[config.mk]
export PLATFORM = sky130hd
export DESIGN_NAME = scrp_port
export DESIGN_NICKNAME = d
export VERILOG_FILES = /design/src/rtl/scrp_pkg.sv /design/src/rtl/scrp_bitclk.sv /design/src/rtl/scrp_frame.sv /design/src/rtl/scrp_rate.sv /design/src/rtl/scrp_port.sv
export SDC_FILE = /design/constraint.sdc
export NUM_CORES = 1
export LEC_CHECK = 0
export CAP_MARGIN = 10
export CELL_PAD_IN_SITES_DETAIL_PLACEMENT = 1
export CELL_PAD_IN_SITES_GLOBAL_PLACEMENT = 1
export CORE_MARGIN = 1
export CORE_UTILIZATION = 41
export DETAILED_ROUTE_END_ITERATION = 10
export PLACE_DENSITY_LB_ADDON = 0.3
export SLEW_MARGIN = 20
export SYNTH_ARGS = -nofsm -noshare
export SYNTH_HDL_FRONTEND = slang
export SYNTH_SLANG_ARGS = --single-unit
[constraint.sdc]
create_clock -name clk -period 2.4 [get_ports clk]
set_clock_uncertainty 0.2 [all_clocks]
set_input_delay 0.24 -clock clk [delete_from_list [all_inputs] [get_ports clk]]
set_output_delay 0.24 -clock clk [all_outputs]
set_load 0.02 [all_outputs]
[src/rtl/scrp_pkg.sv]
// Package: shared offsets, field positions and the frame engine state type
// for the serial codec register port.
package scrp_pkg;
    // Register byte offsets
    localparam logic [7:0] OFF_CTL  = 8'h00;
    localparam logic [7:0] OFF_CMD  = 8'h10;
    localparam logic [7:0] OFF_STAT = 8'h18;

    // Command word layout
    localparam int REG_ADDR_W   = 4;
    localparam int DATA_W       = 16;
    localparam int CMD_WR_BIT   = DATA_W;
    localparam int CMD_ADDR_LSB = DATA_W + 1;
    localparam int CMD_W        = REG_ADDR_W + 1 + DATA_W;

    // Control layout
    localparam int DIV_W       = 7;
    localparam int CTL_DIV_LSB = 8;
    localparam int CTL_EN_BIT  = 16;

    // Status layout
    localparam int ST_WDONE_BIT = 12;
    localparam int ST_RDONE_BIT = 13;

    typedef enum logic [1:0] {
        ENG_IDLE,
        ENG_ARMED,
        ENG_SHIFT
    } eng_state_e;
endpackage

[src/rtl/scrp_bitclk.sv]
// Bit clock divider. While enabled, it divides clk by BIT_DIV and gives a
// launch pulse (end of bit period, ser_clk falls) and a sample pulse
// (mid-period, ser_clk rises). Assumes BIT_DIV >= 2 and even.
// When disabled, it holds ser_clk low.
module scrp_bitclk #(
    parameter int BIT_DIV = 4
) (
    input  logic clk,
    input  logic rst_n,
    input  logic en,
    output logic launch,
    output logic sample,
    output logic ser_clk
);
    localparam int CW = (BIT_DIV > 2) ? $clog2(BIT_DIV) : 1;
    localparam logic [CW-1:0] LAST = CW'(BIT_DIV - 1);
    localparam logic [CW-1:0] MID  = CW'(BIT_DIV / 2 - 1);

    logic [CW-1:0] cnt_q;

    assign launch = en && (cnt_q == LAST);
    assign sample = en && (cnt_q == MID);

    // Phase counter across one bit period
    always_ff @(posedge clk) begin
        if (!rst_n || !en)   cnt_q <= '0;
        else if (cnt_q == LAST) cnt_q <= '0;
        else                 cnt_q <= cnt_q + 1'b1;
    end

    // Bit clock: rises at sample point, falls at launch point
    always_ff @(posedge clk) begin
        if (!rst_n || !en) ser_clk <= 1'b0;
        else if (launch)   ser_clk <= 1'b0;
        else if (sample)   ser_clk <= 1'b1;
    end
endmodule

[src/rtl/scrp_frame.sv]
// Frame engine. Takes a request word on start, waits for the next launch
// point, then shifts FRAME_W bits out MSB first with fs on the first bit,
// then collects REPLY_W reply bits at the sample points. Raises done for
// one cycle at the launch point that ends the reply slot. Assumes start is
// only given while busy is low.
module scrp_frame
    import scrp_pkg::*;
#(
    parameter int FRAME_W = 32,
    parameter int REPLY_W = 16
) (
    input  logic               clk,
    input  logic               rst_n,
    input  logic               launch,
    input  logic               sample,
    input  logic               start,
    input  logic [FRAME_W-1:0] start_word,
    input  logic               ser_di,
    output logic               busy,
    output logic               done,
    output logic               ser_fs,
    output logic               ser_do,
    output logic [REPLY_W-1:0] reply
);
    localparam int TOTAL = FRAME_W + REPLY_W;
    localparam int IDX_W = $clog2(TOTAL);
    localparam logic [IDX_W-1:0] IDX_LAST  = IDX_W'(TOTAL - 1);
    localparam logic [IDX_W-1:0] IDX_OUTLB = IDX_W'(FRAME_W - 1);
    localparam logic [IDX_W-1:0] IDX_RX0   = IDX_W'(FRAME_W);

    eng_state_e        st_q;
    logic [IDX_W-1:0]  idx_q;
    logic [FRAME_W-1:0] sh_q;

    assign busy = (st_q != ENG_IDLE);
    assign done = launch && (st_q == ENG_SHIFT) && (idx_q == IDX_LAST);

    // Sequencer: arm, shift out, run the reply slot, finish
    always_ff @(posedge clk) begin
        if (!rst_n) begin
            st_q   <= ENG_IDLE;
            idx_q  <= '0;
            sh_q   <= '0;
            ser_fs <= 1'b0;
            ser_do <= 1'b0;
        end else begin
            case (st_q)
                ENG_IDLE: begin
                    if (start) begin
                        sh_q <= start_word;
                        st_q <= ENG_ARMED;
                    end
                end
                ENG_ARMED: begin
                    if (launch) begin
                        st_q   <= ENG_SHIFT;
                        idx_q  <= '0;
                        ser_fs <= 1'b1;
                        ser_do <= sh_q[FRAME_W-1];
                        sh_q   <= sh_q << 1;
                    end
                end
                ENG_SHIFT: begin
                    if (done) begin
                        st_q   <= ENG_IDLE;
                        ser_fs <= 1'b0;
                        ser_do <= 1'b0;
                    end else if (launch) begin
                        idx_q  <= idx_q + 1'b1;
                        ser_fs <= 1'b0;
                        ser_do <= (idx_q < IDX_OUTLB) ? sh_q[FRAME_W-1] : 1'b0;
                        sh_q   <= sh_q << 1;
                    end
                end
                default: st_q <= ENG_IDLE;
            endcase
        end
    end

    // Reply capture at sample points inside the reply slot
    always_ff @(posedge clk) begin
        if (!rst_n) reply <= '0;
        else if (st_q == ENG_SHIFT && sample && idx_q >= IDX_RX0)
            reply <= {reply[REPLY_W-2:0], ser_di};
    end
endmodule

[src/rtl/scrp_rate.sv]
// Telecom rate strobe. Pulses once every 32*div clocks while enabled and
// div is nonzero. clr restarts the period (used on control writes).
module scrp_rate #(
    parameter int DIV_W = 7
) (
    input  logic             clk,
    input  logic             rst_n,
    input  logic             en,
    input  logic             clr,
    input  logic [DIV_W-1:0] div,
    output logic             stb
);
    localparam int CNT_W = DIV_W + 5;

    logic [CNT_W-1:0] cnt_q;
    logic [CNT_W-1:0] lim_m1;
    logic             run;

    assign run    = en && (div != '0);
    assign lim_m1 = {div, 5'b0} - 1'b1;
    assign stb    = run && (cnt_q == lim_m1);

    // Period counter
    always_ff @(posedge clk) begin
        if (!rst_n || clr || !run) cnt_q <= '0;
        else if (stb)              cnt_q <= '0;
        else                       cnt_q <= cnt_q + 1'b1;
    end
endmodule

[src/rtl/scrp_port.sv]
// Serial codec register access port (top). Holds the control, command and
// status registers on a simple one-cycle register bus and drives the
// bit clock, frame engine and rate strobe. Assumes single-cycle bus
// accesses; reads are combinational and have no side effects.
module scrp_port
    import scrp_pkg::*;
#(
    parameter int ADDR_W  = 5,
    parameter int BIT_DIV = 4,
    parameter int FRAME_W = 32
) (
    input  logic              clk,
    input  logic              rst_n,
    input  logic              bus_sel,
    input  logic              bus_wr,
    input  logic [ADDR_W-1:0] bus_addr,
    input  logic [31:0]       bus_wdata,
    output logic [31:0]       bus_rdata,
    output logic              ser_clk,
    output logic              ser_fs,
    output logic              ser_do,
    input  logic              ser_di,
    output logic              rate_stb
);
    localparam logic [ADDR_W-1:0] A_CTL  = ADDR_W'(OFF_CTL);
    localparam logic [ADDR_W-1:0] A_CMD  = ADDR_W'(OFF_CMD);
    localparam logic [ADDR_W-1:0] A_STAT = ADDR_W'(OFF_STAT);

    logic              en_q;
    logic [DIV_W-1:0]  div_q;
    logic [CMD_W-1:0]  cmd_q;
    logic              wr_done_q, rd_done_q;

    logic ctl_wr, cmd_acc;
    logic launch, sample;
    logic eng_busy, eng_done;
    logic [DATA_W-1:0] eng_reply;

    wire unused_hi = &{1'b0, bus_wdata[31:CMD_W]};

    assign ctl_wr  = bus_sel && bus_wr && (bus_addr == A_CTL);
    assign cmd_acc = bus_sel && bus_wr && (bus_addr == A_CMD) && !eng_busy;

    // Control register
    always_ff @(posedge clk) begin
        if (!rst_n) begin
            en_q  <= 1'b0;
            div_q <= '0;
        end else if (ctl_wr) begin
            en_q  <= bus_wdata[CTL_EN_BIT];
            div_q <= bus_wdata[CTL_DIV_LSB +: DIV_W];
        end
    end

    // Command register: loaded on accept, low half replaced by read reply
    always_ff @(posedge clk) begin
        if (!rst_n)                           cmd_q <= '0;
        else if (cmd_acc)                     cmd_q <= bus_wdata[CMD_W-1:0];
        else if (eng_done && !cmd_q[CMD_WR_BIT]) cmd_q[DATA_W-1:0] <= eng_reply;
    end

    // Sticky completion flags
    always_ff @(posedge clk) begin
        if (!rst_n || cmd_acc) begin
            wr_done_q <= 1'b0;
            rd_done_q <= 1'b0;
        end else if (eng_done) begin
            if (cmd_q[CMD_WR_BIT]) wr_done_q <= 1'b1;
            else                   rd_done_q <= 1'b1;
        end
    end

    // Register read mux
    always_comb begin
        bus_rdata = '0;
        if (bus_addr == A_CTL) begin
            bus_rdata[CTL_EN_BIT]               = en_q;
            bus_rdata[CTL_DIV_LSB +: DIV_W]     = div_q;
        end else if (bus_addr == A_CMD) begin
            bus_rdata[CMD_W-1:0]                = cmd_q;
        end else if (bus_addr == A_STAT) begin
            bus_rdata[ST_WDONE_BIT]             = wr_done_q;
            bus_rdata[ST_RDONE_BIT]             = rd_done_q;
        end
    end

    scrp_bitclk #(.BIT_DIV(BIT_DIV)) u_bitclk (
        .clk     (clk),
        .rst_n   (rst_n),
        .en      (en_q),
        .launch  (launch),
        .sample  (sample),
        .ser_clk (ser_clk)
    );

    scrp_frame #(.FRAME_W(FRAME_W), .REPLY_W(DATA_W)) u_frame (
        .clk        (clk),
        .rst_n      (rst_n),
        .launch     (launch),
        .sample     (sample),
        .start      (cmd_acc),
        .start_word (FRAME_W'(bus_wdata[CMD_W-1:0])),
        .ser_di     (ser_di),
        .busy       (eng_busy),
        .done       (eng_done),
        .ser_fs     (ser_fs),
        .ser_do     (ser_do),
        .reply      (eng_reply)
    );

    scrp_rate #(.DIV_W(DIV_W)) u_rate (
        .clk   (clk),
        .rst_n (rst_n),
        .en    (en_q),
        .clr   (ctl_wr),
        .div   (div_q),
        .stb   (rate_stb)
    );
endmodule

==> impl_results.md <==
- Commonest non-fill, non-tap cell in the layout: dfxtp_1
- Flops & latches, synth: 104
- Tot GR Track Use: 22.8%
- FFs w/ async S/R, synth: 0%
- Crit path max fanout: 3
- Top Ports: 78
- CORE AREA: 12,000 um^2
- Worst path required time: 1960 ps
- Setup ws final: -144 ps
- TritonCTS buffer count: 9
- Root buf cell: clkbuf_16
- Design area: 6480 um^2
- Fin. Hold Viols: 0
- Syn Area/Cell: 8.88 um^2
- Via count: 4,309
- Synth warn: 0
- Slew Viols, Final: 0
- FMAX: 393 MHz
- Cells after DPL: 774
- Worst setup SP type: register
- Mapped Area: 5010 um^2
- Total Routed Length: 14.1 mm
- CTS tree: built
- Worst Path Arrival: 2100 ps
- Reg-to-Reg Start: u_frame.st_q[0]$_SDFFE_PN0P_
- Status: finished with violations
- DR DRC count: 0
- CTS sink cnt: 104
- Setup TNS: -144 ps
- Failing checks: setup timing
- Largest net degree at the start of global routing: 40
- Finished Layout Cells: 799
- Die width: 113 um
- Antenna-violating nets left: 0
- Hold Crit Class: reg2reg
- Die footprint: 12,700 um^2
- Leak Pwr: 2.35 nW
- Hold Buf Count CTS: 0
- Vias in the first global route: 4,501
- Die extent in y: 113 um
- H-tree depth: 3
- Global route overflow: 0
- Routed length per instance: 17.7 um
- Max-cap violations: 0
- Share of cells above drive strength 1: 19.9%
- Vias/cell: 5.39
- Placed cell area: 5900 um^2
- # setup viols final: 1
- Period utilization: 106%
- VDD IR max: 0.337 mV
- Synth cell types: 47
- Worst hold slack: 255 ps
- Crit. End Element: output pin
- Fill count: 1,395
- Row cnt: 40
- Sequential share of the synthesized area: 41.6%
- Ant diodes: 0
- 1st-iter DRT viols: 159
- 1st-pass router iterations: 4
- First-pass GRT wire length: 22.7 mm
- Post-Synthesis Cells: 564
- Crit path from: div_q[1]$_SDFFE_PN0P_
- RSZ-0062 raised after global routing: yes
- Worst slew margin: 64.3%
- GPL Wtd Cong: 0.844
- Detail Placement HPWL: 9.17 mm
- Initial Util: 41.9%
- Clk buf depth: 2
- Utilization after layout: 54.2%
- Measured slew at the worst slew-check pin: 532 ps
- Initial antenna violation count: 0
- Yosys top cell area share: 41.6%
- Commonest non-fill, non-tap cells in the layout: dfxtp_1 (102), nand2_1 (64), nor2_1 (63)
- Area Overhead vs Synth: 29.3%
- Power Dens Cells: 561 nW/um^2
- Post-synth EDFFs: 0
- # nets final: 700
- Synth Flop Type: dfxtp_1
- R2R Setup Slk: 120 ps
- Worst-path clk slew: 70 ps
- Top post-synthesis cells by area: dfxtp_1 (42%), mux2i_1 (10%), a21oi_1 (5.8%)
- Port-buffer cells: 55
- Worst skew pair latency: 350 ps
- Crit Path Class: reg2out
- Final min period: 2540 ps
- Area leader, netlist: dfxtp_1
- Hold Crit Start: u_frame.sh_q[0]$_SDFFE_PN0P_
==> synthesized netlist by cell type (2+ instances only) <==
cell and count:
buf_2 2, a21oi_1 58, a211oi_1 2, inv_1 10
nor4_1 2, o21ai_0 21, nand3b_1 2, or3_1 4
nor3b_1 3, dfxtp_1 104, o31ai_1 3, and4_1 3
o211ai_1 2, and3_1 4, nand3_1 18, nor2_1 65
ha_1 11, a211oi_2 18, xnor2_1 13, nand4_1 9
buf_12 2, buf_4 16, a41oi_1 2, clkbuf_1 24
buf_6 3, nand2_1 64, and2_1 17, xor2_1 5
mux2i_1 50, a22o_1 6, nor3_1 5
==> logic make-up after synthesis <==
kind of cell | count (synthesis) | share of synthesized area [%]
AND/OR/NAND/NOR | 202 | 19.0
flip-flops | 104 | 41.6
multiplexers | 50 | 9.99
adder cells (fa/ha/maj) | 11 | 2.75
other | 1 | 0.0749
buffers and inverters | 59 | 7.02
XOR/XNOR | 18 | 3.15
AO/OA/AOI/OAI | 119 | 16.4
==> power by group <==
part	switching, mW	leakage [nW]	total (mW)	internal (mW)
logic	0.112	1.34	0.201	0.0885
registers	0.00543	0.839	1.74	1.73
clock network	0.648	0.170	1.70	1.05
total	0.766	2.35	3.64	2.87
==> routing by layer <==
metal / part of all wire (%) / GRT usage (%) / wire, um / vias to the layer above
met1: 45 / 27.7 / 6290 / 2122
met4: 0.95 / 5.87 / 134 / 0
met3: 3.0 / 4.54 / 430 / 10
met5: 0 / 0 / 0 / -
li1: - / - / - / 2105
met2: 51 / 41.0 / 7270 / 72
==> registers in the layout (all words and copies together) (netlist names) <==
signal	count
div_q	7
u_rate.cnt_q	12
u_bitclk.cnt_q	2
u_frame.ser_fs	1
u_frame.reply	16
wr_done_q	1
u_bitclk.ser_clk	1
u_frame.sh_q	32
cmd_q	21
rd_done_q	1
u_frame.st_q	2
en_q	1
u_frame.ser_do	1
u_frame.idx_q	6
==> final cells by class <==
type                    instances  area (um^2)  area share, %
multi-input cells             411         2740           42.3
clock inverters                 5          104           1.60
inverters                      10         37.5          0.579
well taps                     147          184           2.84
repair buffers                111         1080           16.7
flip-flops and latches        104         2080           32.2
clock buffers                  11          243           3.75
==> stage by stage <==
stage,power (mW),worst slack [ps]
2_1_floorplan,1.88,183
3_3_place_gp,1.96,-408
3_5_place_dp,1.97,-495
4_1_cts,3.67,-160
5_1_grt,3.75,-226
6_report,3.64,-144
==> what timing repair did <==
action,4_1_cts,5_1_grt
resized for setup,96,11
endpoints found under the setup margin,25,7
hold endpoints to repair,0,0
buffers inserted,6,2
cloned,1,0
pin swaps,7,4
==> critical path, stage by stage, from the launching register on <==
cell       delay (ps)
dfxtp_2           340
buf_6             130
buf_4             140
nor3_2            240
and3_1            260
o31ai_4           100
a2111oi_4         290
buf_4             160
buf_6             110
==> final timing paths <==
kind,to,cells after the start
hold reg to reg,u_frame.sh_q[0]$_SDFFE_PN0P_,2
setup reg to reg,cmd_q[11]$_SDFFE_PN0P_,8
setup / recovery,rate_stb,8
hold / removal,u_frame.sh_q[0]$_SDFFE_PN0P_,2
No activity file was read; power rests on OpenSTA's default activity.
